==> src/rtl/panel_port_pkg.sv <==
package panel_port_pkg;

  typedef struct packed {
    logic       test_en;
    logic       slave;
    logic       bias_ext;
    logic [1:0] frame_code;
    logic [1:0] duty_code;
  } setup_t;

  // Active rows for a duty code
  function automatic logic [2:0] duty_rows(input logic [1:0] code);
    case (code)
      2'b00:   return 3'd4;
      2'b01:   return 3'd3;
      default: return 3'd2;
    endcase
  endfunction

  // Frame divider: 128 doubled once per code step
  function automatic logic [10:0] frame_divisor(input logic [1:0] code);
    return 11'd128 << code;
  endfunction

endpackage

==> src/rtl/port_sync.sv <==
module port_sync #(
  parameter logic RST_VAL = 1'b1,
  parameter int   STAGES  = 2
) (
  input  logic clk,
  input  logic rst_n,
  input  logic din,
  output logic q
);
  logic [STAGES-1:0] chain;

  always_ff @(posedge clk or negedge rst_n) begin
    if (!rst_n) chain <= {STAGES{RST_VAL}};
    else        chain <= {chain[STAGES-2:0], din};
  end

  assign q = chain[STAGES-1];
endmodule

==> src/rtl/port_cmd_decode.sv <==
module port_cmd_decode
  import panel_port_pkg::*;
#(
  parameter int CMD_W = 8,
  parameter int ROW_W = 2
) (
  input  logic             clk,
  input  logic             rst_n,
  input  logic             cmd_ev,
  input  logic [CMD_W-1:0] cmd_byte,
  output setup_t           setup_q,
  output logic             disp_on_q,
  output logic             key_scan_q,
  output logic             read_q,
  output logic [ROW_W-1:0] row_q
);
  logic is_status, setup_differs;

  assign is_status     = cmd_byte[CMD_W-1];
  assign setup_differs = (setup_t'(cmd_byte[6:0]) != setup_q);

  always_ff @(posedge clk or negedge rst_n) begin
    if (!rst_n) begin
      setup_q    <= '0;
      disp_on_q  <= 1'b0;
      key_scan_q <= 1'b0;
      read_q     <= 1'b0;
      row_q      <= '0;
    end else if (cmd_ev) begin
      if (!is_status) begin
        if (setup_differs) begin
          setup_q    <= setup_t'(cmd_byte[6:0]);
          disp_on_q  <= 1'b0;
          key_scan_q <= 1'b0;
        end
      end else begin
        row_q  <= cmd_byte[3 +: ROW_W];
        read_q <= cmd_byte[0];
        case (cmd_byte[2:1])
          2'b10: begin disp_on_q <= 1'b1; key_scan_q <= 1'b1; end
          2'b00: begin disp_on_q <= 1'b0; key_scan_q <= 1'b0; end
          default: ;
        endcase
      end
    end
  end

  assert_setup_forces_off_R4: assert property (@(posedge clk) disable iff (!rst_n)
    (cmd_ev && !is_status && setup_differs) |=> (!disp_on_q && !key_scan_q));

  assert_same_setup_inert_R4: assert property (@(posedge clk) disable iff (!rst_n)
    (cmd_ev && !is_status && !setup_differs) |=> ($stable(disp_on_q) && $stable(setup_q)));

  assert_on_only_by_status_R5: assert property (@(posedge clk) disable iff (!rst_n)
    $rose(disp_on_q) |-> $past(cmd_ev && is_status));
endmodule

==> src/rtl/port_row_latch.sv <==
module port_row_latch #(
  parameter int SEG_W = 56,
  parameter int ROWS  = 4,
  localparam int ROW_W = $clog2(ROWS)
) (
  input  logic                  clk,
  input  logic                  rst_n,
  input  logic                  commit,
  input  logic [ROW_W-1:0]      row_sel,
  input  logic [SEG_W-1:0]      seg_data,
  output logic [ROWS*SEG_W-1:0] rows_flat
);
  for (genvar r = 0; r < ROWS; r++) begin : g_row
    always_ff @(posedge clk or negedge rst_n) begin
      if (!rst_n)
        rows_flat[r*SEG_W +: SEG_W] <= '0;
      else if (commit && row_sel == ROW_W'(r))
        rows_flat[r*SEG_W +: SEG_W] <= seg_data;
    end
  end

  assert_rows_hold_without_commit_R6: assert property (@(posedge clk) disable iff (!rst_n)
    !commit |=> $stable(rows_flat));
endmodule

==> src/rtl/panel_serial_port.sv <==
module panel_serial_port
  import panel_port_pkg::*;
#(
  parameter int SEG_W = 56,
  parameter int ROWS  = 4,
  parameter int CMD_W = 8,
  parameter int KEY_W = 32
) (
  input  logic                  clk,
  input  logic                  rst_n,
  input  logic                  sck_i,
  input  logic                  stb_i,
  input  logic                  sdi_i,
  input  logic [KEY_W-1:0]      key_i,
  output logic                  sdo_pull_o,
  output logic [1:0]            duty_sel_o,
  output logic [2:0]            com_rows_o,
  output logic [10:0]           frame_div_o,
  output logic                  bias_ext_o,
  output logic                  slave_o,
  output logic                  test_o,
  output logic                  disp_on_o,
  output logic                  key_scan_o,
  output logic                  read_mode_o,
  output logic [$clog2(ROWS)-1:0]  row_addr_o,
  output logic [$clog2(KEY_W)-1:0] key_ptr_o,
  output logic [ROWS*SEG_W-1:0] latch_o
);
  localparam int ROW_W = $clog2(ROWS);
  localparam int FULL  = CMD_W + SEG_W;
  localparam int CNT_W = $clog2(FULL + 1);
  localparam int RD_W  = $clog2(KEY_W + 1);
  localparam int PTR_W = $clog2(KEY_W);
  localparam logic [PTR_W-1:0] PTR_TOP = PTR_W'(KEY_W - 1);

  // Synchronized pad signals: [0] shift clock, [1] strobe, [2] data
  logic [2:0] pad_raw, pad_q;
  assign pad_raw = {sdi_i, stb_i, sck_i};

  for (genvar gi = 0; gi < 3; gi++) begin : g_sync
    port_sync #(.RST_VAL(1'b1), .STAGES(2)) u_sync (
      .clk(clk), .rst_n(rst_n), .din(pad_raw[gi]), .q(pad_q[gi]));
  end

  logic sck_d, stb_d;
  logic sck_rise, sck_fall, stb_rise, stb_fall, sdi;
  assign sck_rise = pad_q[0] & ~sck_d;
  assign sck_fall = ~pad_q[0] & sck_d;
  assign stb_rise = pad_q[1] & ~stb_d;
  assign stb_fall = ~pad_q[1] & stb_d;
  assign sdi      = pad_q[2];

  logic             in_frame, sdo_pull_q;
  logic [CNT_W-1:0] bit_cnt;
  logic [RD_W-1:0]  rd_cnt;
  logic [CMD_W-2:0] cmd_sr;
  logic [SEG_W-1:0] seg_sr;
  logic             in_cmd, rd_done;
  logic [PTR_W-1:0] key_idx;

  // Named events shared by the decode, the latch and the assertions
  logic             cmd_ev, commit_ev;
  logic [CMD_W-1:0] cmd_byte;

  setup_t           setup_q;
  logic             disp_on_q, key_scan_q, read_q;
  logic [ROW_W-1:0] row_q;

  assign in_cmd   = bit_cnt < CNT_W'(CMD_W);
  assign rd_done  = rd_cnt == RD_W'(KEY_W);
  assign key_idx  = PTR_TOP - rd_cnt[PTR_W-1:0];
  assign cmd_byte = {cmd_sr, sdi};
  assign cmd_ev   = in_frame && !stb_rise && !stb_fall && sck_rise &&
                    (bit_cnt == CNT_W'(CMD_W - 1));
  assign commit_ev = stb_rise && in_frame && !read_q && (bit_cnt == CNT_W'(FULL));

  always_ff @(posedge clk or negedge rst_n) begin
    if (!rst_n) begin
      sck_d      <= 1'b1;
      stb_d      <= 1'b1;
      in_frame   <= 1'b0;
      bit_cnt    <= '0;
      rd_cnt     <= '0;
      cmd_sr     <= '0;
      seg_sr     <= '0;
      sdo_pull_q <= 1'b0;
    end else begin
      sck_d <= pad_q[0];
      stb_d <= pad_q[1];
      if (stb_fall) begin
        in_frame   <= 1'b1;
        bit_cnt    <= '0;
        rd_cnt     <= '0;
        sdo_pull_q <= 1'b0;
      end else if (stb_rise) begin
        in_frame   <= 1'b0;
        sdo_pull_q <= 1'b0;
      end else if (in_frame) begin
        if (sck_rise) begin
          if (in_cmd) begin
            cmd_sr  <= {cmd_sr[CMD_W-3:0], sdi};
            bit_cnt <= bit_cnt + CNT_W'(1);
          end else if (read_q) begin
            if (!rd_done) rd_cnt <= rd_cnt + RD_W'(1);
          end else if (bit_cnt != CNT_W'(FULL)) begin
            seg_sr  <= {sdi, seg_sr[SEG_W-1:1]};
            bit_cnt <= bit_cnt + CNT_W'(1);
          end
        end
        if (sck_fall && !in_cmd && read_q)
          sdo_pull_q <= !rd_done && !key_i[key_idx];
      end
    end
  end

  port_cmd_decode #(.CMD_W(CMD_W), .ROW_W(ROW_W)) u_decode (
    .clk(clk), .rst_n(rst_n), .cmd_ev(cmd_ev), .cmd_byte(cmd_byte),
    .setup_q(setup_q), .disp_on_q(disp_on_q), .key_scan_q(key_scan_q),
    .read_q(read_q), .row_q(row_q));

  port_row_latch #(.SEG_W(SEG_W), .ROWS(ROWS)) u_latch (
    .clk(clk), .rst_n(rst_n), .commit(commit_ev), .row_sel(row_q),
    .seg_data(seg_sr), .rows_flat(latch_o));

  assign sdo_pull_o  = sdo_pull_q;
  assign duty_sel_o  = setup_q.duty_code;
  assign com_rows_o  = duty_rows(setup_q.duty_code);
  assign frame_div_o = frame_divisor(setup_q.frame_code);
  assign bias_ext_o  = setup_q.bias_ext;
  assign slave_o     = setup_q.slave;
  assign test_o      = setup_q.test_en;
  assign disp_on_o   = disp_on_q;
  assign key_scan_o  = key_scan_q;
  assign read_mode_o = read_q;
  assign row_addr_o  = row_q;
  assign key_ptr_o   = rd_done ? '0 : key_idx;

  assert_release_on_strobe_R7: assert property (@(posedge clk) disable iff (!rst_n)
    stb_rise |=> !sdo_pull_q);

  assert_pull_only_reading_R7: assert property (@(posedge clk) disable iff (!rst_n)
    sdo_pull_q |-> read_q);

  assert_count_bounded_R2: assert property (@(posedge clk) disable iff (!rst_n)
    bit_cnt <= CNT_W'(FULL));

  assert_abort_restarts_R8: assert property (@(posedge clk) disable iff (!rst_n)
    stb_fall |=> (bit_cnt == '0 && !sdo_pull_q));
endmodule

==> config.mk <==
export PLATFORM = sky130hd
export DESIGN_NAME = panel_serial_port
export DESIGN_NICKNAME = d
export VERILOG_FILES = /design/src/rtl/panel_port_pkg.sv /design/src/rtl/port_sync.sv /design/src/rtl/port_cmd_decode.sv /design/src/rtl/port_row_latch.sv /design/src/rtl/panel_serial_port.sv
export SDC_FILE = /design/constraint.sdc
export NUM_CORES = 1
export LEC_CHECK = 0
export CAP_MARGIN = 40
export CORE_MARGIN = 2
export CORE_UTILIZATION = 39
export CTS_BUF_LIST = sky130_fd_sc_hd__clkbuf_2 sky130_fd_sc_hd__clkbuf_4 sky130_fd_sc_hd__clkbuf_8
export DETAILED_ROUTE_END_ITERATION = 12
export DONT_BUFFER_PORTS = 1
export PLACE_DENSITY = 0.57
export SLEW_MARGIN = 15
export SYNTH_ARGS = -nofsm -noshare
export SYNTH_HDL_FRONTEND = slang
export SYNTH_SLANG_ARGS = --single-unit
==> constraint.sdc <==
create_clock -name clk -period 2.6 [get_ports clk]
set_input_delay 0.78 -clock clk [delete_from_list [all_inputs] [get_ports clk]]
set_output_delay 0.78 -clock clk [all_outputs]
set_load 0.005 [all_outputs]
==> run summary <==
Flop pwr share: 51.6%
Antenna violations before repair: 0
# diodes: 0
Leakage: 7.29 nW
Clk_skew: 16.5 ps
Synthesized area per cell: 15.5 sq um
Die Width: 186 um
Final Cell Area: 14400 sq um
YS warnings: 0
Pre-Repair DR Iteration Count: 4
CP startpoint kind: register
Final Net Count: 898
Fin. Hold Viols: 87
Comb pwr share: 3.7%
Buffer levels on the longest clock path: 3
Hpwl dp: 17100 um
Post-synth EDFFs: 0
IO Count: 291
Slew headroom: 36.8%
GRT Total Usage: 15.7%
Final GP Congestion: 0.742
Status: finished with violations
Number of remaining DRC errors: 0
Crit. End Element: output port
Power Density: 694 nW/um^2
Max_cap viols: 0
Worst hold-check path type: input pin to asynchronous set/reset pin
Mapped Area: 12900 sq um
First-pass GRT wire length: 42400 um
TritonCTS buffer count: 53
Post-route ant nets: 0
CTS tree: built
Sequential share of the synthesized area: 62.6%
WHS: -98.4 ps
Via-to-Cell Ratio: 5.08
Largest net degree at the start of global routing: 322
Setup_tns: 0 ps
Required time of the critical path: 1820 ps
RSZ-0062 raised after global routing: no
Clk slew on worst S/H paths: 60 ps
Max stage delay on crit path: 420 ps
Clock latency on the worst-skew pair: 580 ps
Wirelength per Cell: 20.6 um
Ys flop type: dfrtp_1
Final worst path period share: 94.6%
Peak supply drop: 0.345 mV
Failing checks: hold timing
CORE AREA: 32500 sq um
Count of cell types in the netlist: 50
Max-slew violations: 0
Cell-internal power: 0.00782 W
Synth async-reset ratio: 100%
Post-Route WL: 27500 um
Final setup viols: 0
CP Data Arrival Time: 1680 ps
Cells along the critical path: inv_1 > ha_1 > and4b_2 > nor2_1
Worst-path fanout max: 6
Area of the multi-input gates: 4500 sq um
Worst path slowest cell: dfrtp_2
Syn Inst Count: 829
Die height: 186 um
Crit Path Category: register to output port
Clock root buffer master: clkbuf_8
# rows: 66
# clock sinks: 321
Clock power frac: 44.7%
Via count of the routed design: 6778
Number of buffers added on ports: 0
Switch share: 21.9%
FF+latch area: 8050 sq um
Ratio of cells with drive above 1 in the final layout: 47.6%
DR iter-0 viols: 289
Die Area: 34400 sq um
H-Tree Depth: 2
Fillers: 3000
Grt ovf: 0
Vias in the first global route: 7060
Worst Tran Pin Value: 948 ps
Placed instance area: 13300 sq um
#FFs+latches synth: 321
Min cycle time layout: 2460 ps
Synth-to-layout area growth: 12.2%
F_max: 406 MHz
Switching Power: 0.00219 W
Starting Density: 39.5%
==> cells by family after synthesis <==
| kind of cell | Yosys count | synth area share [%] |
|---|---|---|
| flops | 321 | 62.6 |
| compound gates | 31 | 1.54 |
| other cells | 1 | 0.0292 |
| xor+xnor | 7 | 0.477 |
| buf+inv | 61 | 2.98 |
| mux | 316 | 28.0 |
| simple gates | 86 | 3.85 |
| fa+ha+maj | 6 | 0.584 |
==> path summary, 6_finish.rpt <==
check	startpoint	slack, ps	cells past startpoint	endpoint
min	rst_n	-100	0	u_latch.rows_flat[217]
min reg2reg	g_sync[0].u_sync.chain[0]	360	0	g_sync[0].u_sync.chain[1]
min in group clk	stb_i	210	0	g_sync[1].u_sync.chain[0]
max	rd_cnt[0]	140	4	key_ptr_o[3]
max in group asynchronous	rst_n	1870	0	rd_cnt[3]
max reg2reg	g_sync[1].u_sync.chain[1]	280	6	u_latch.rows_flat[219]
==> metal layers <==
layer	vias to the layer above	global-route usage [%]	part of all wire, %
li1	2993	-	-
met1	3540	19.7	42
met2	204	24.7	47
met3	41	6.73	10
met4	0	4.79	1.8
met5	-	0	0
==> area by class of cell <==
cell class                 count  area share, %
clock buffer                  87           7.39
clock inverter                 4          0.156
inverter                       9          0.234
multi-input combinational    453           31.2
sequential                   321           55.8
tap                          442           3.84
timing repair buffer          17           1.41
==> power groups by stage <==
stage / logic (W) / registers, W / clock network [W]
3_5_place_dp: 0.000365 / 0.00525 / 0
2_1_floorplan: 0.000333 / 0.00520 / 0
4_1_cts: 0.000367 / 0.00516 / 0.00465
6_report: 0.000372 / 0.00516 / 0.00447
3_3_place_gp: 0.000353 / 0.00525 / 0
5_1_grt: 0.000416 / 0.00516 / 0.00490
==> critical path, delay by kind of cell (launching register included) <==
kind,cells,cell delay (ps)
flip-flops,1,420
AND/OR/NAND/NOR,2,410
adder cells (fa/ha/maj),1,210
buffers and inverters,1,70
==> state kept, by name, indices dropped and copies added, names as in the netlist, 2 cells and up <==
signal / flops
u_latch.rows_flat: 224
seg_sr: 56
bit_cnt: 7
cmd_sr: 7
u_decode.setup_q: 7
g_sync.u_sync.chain: 6
rd_cnt: 6
u_decode.row_q: 2
==> through the flow <==
| stage | total power (W) | setup WS (ps) | util, % | std cells | hold slack (ps) |
|---|---|---|---|---|---|
| 2_1_floorplan | 0.00553 | 395 | - | 835 | 345 |
| 3_3_place_gp | 0.00560 | 312 | 40.9 | 1241 | 347 |
| 3_5_place_dp | 0.00561 | 228 | 40.9 | 1241 | 350 |
| 4_1_cts | 0.0102 | 9.92 | 44.3 | 1332 | -145 |
| 5_1_grt | 0.0105 | 26.9 | 44.3 | 1333 | -153 |
| 6_report | 0.0100 | 139 | 44.3 | 1333 | -98.4 |
==> layout by cell type (no fill, tap or decap), types with 10 or more instances in the layout <==
| master | Yosys | final |
|---|---|---|
| o21ai_0 | 10 | 10 |
| mux2_2 | 291 | 291 |
| buf_4 | 20 | 11 |
| mux2i_1 | 14 | 14 |
| clkbuf_8 | 0 | 66 |
| dfrtp_1 | 313 | 311 |
| nor2_1 | 15 | 15 |
| nand2_1 | 18 | 17 |
| clkbuf_4 | 0 | 21 |
==> synth_stat cells (2+ instances only) <==
cell	instances	area share, %
mux2_2	291	25
xor2_1	4	0.27
o31ai_1	2	0.12
nor2_1	15	0.44
buf_2	15	0.58
nand2_1	18	0.53
o21ai_0	10	0.39
nor3b_1	3	0.18
mux2_1	6	0.53
and3b_1	2	0.14
inv_1	8	0.23
xnor2_1	3	0.20
or3_1	2	0.097
ha_1	6	0.58
dfstp_2	8	1.6
nor4_4	2	0.33
a31oi_1	2	0.097
o211ai_1	4	0.23
nor3_1	2	0.078
nor4_1	3	0.15
nor2b_1	8	0.39
mux2i_1	14	1.1
mux4_2	5	0.88
nand4_1	4	0.19
nand3_1	10	0.39
buf_4	20	1.2
nand4b_1	2	0.14
dfrtp_1	313	61
and2_1	2	0.097
buf_6	8	0.70
clkbuf_1	9	0.26
a21oi_1	5	0.19
nand2b_1	6	0.29
==> timing repair <==
item | 4_1_cts | 5_1_grt
resized for setup | 1 | 2
hold endpoints to repair | 313 | 313
endpoints found under the setup margin | 5 | 5
buffers inserted | 0 | 1
No activity file was read; power rests on OpenSTA's default activity.
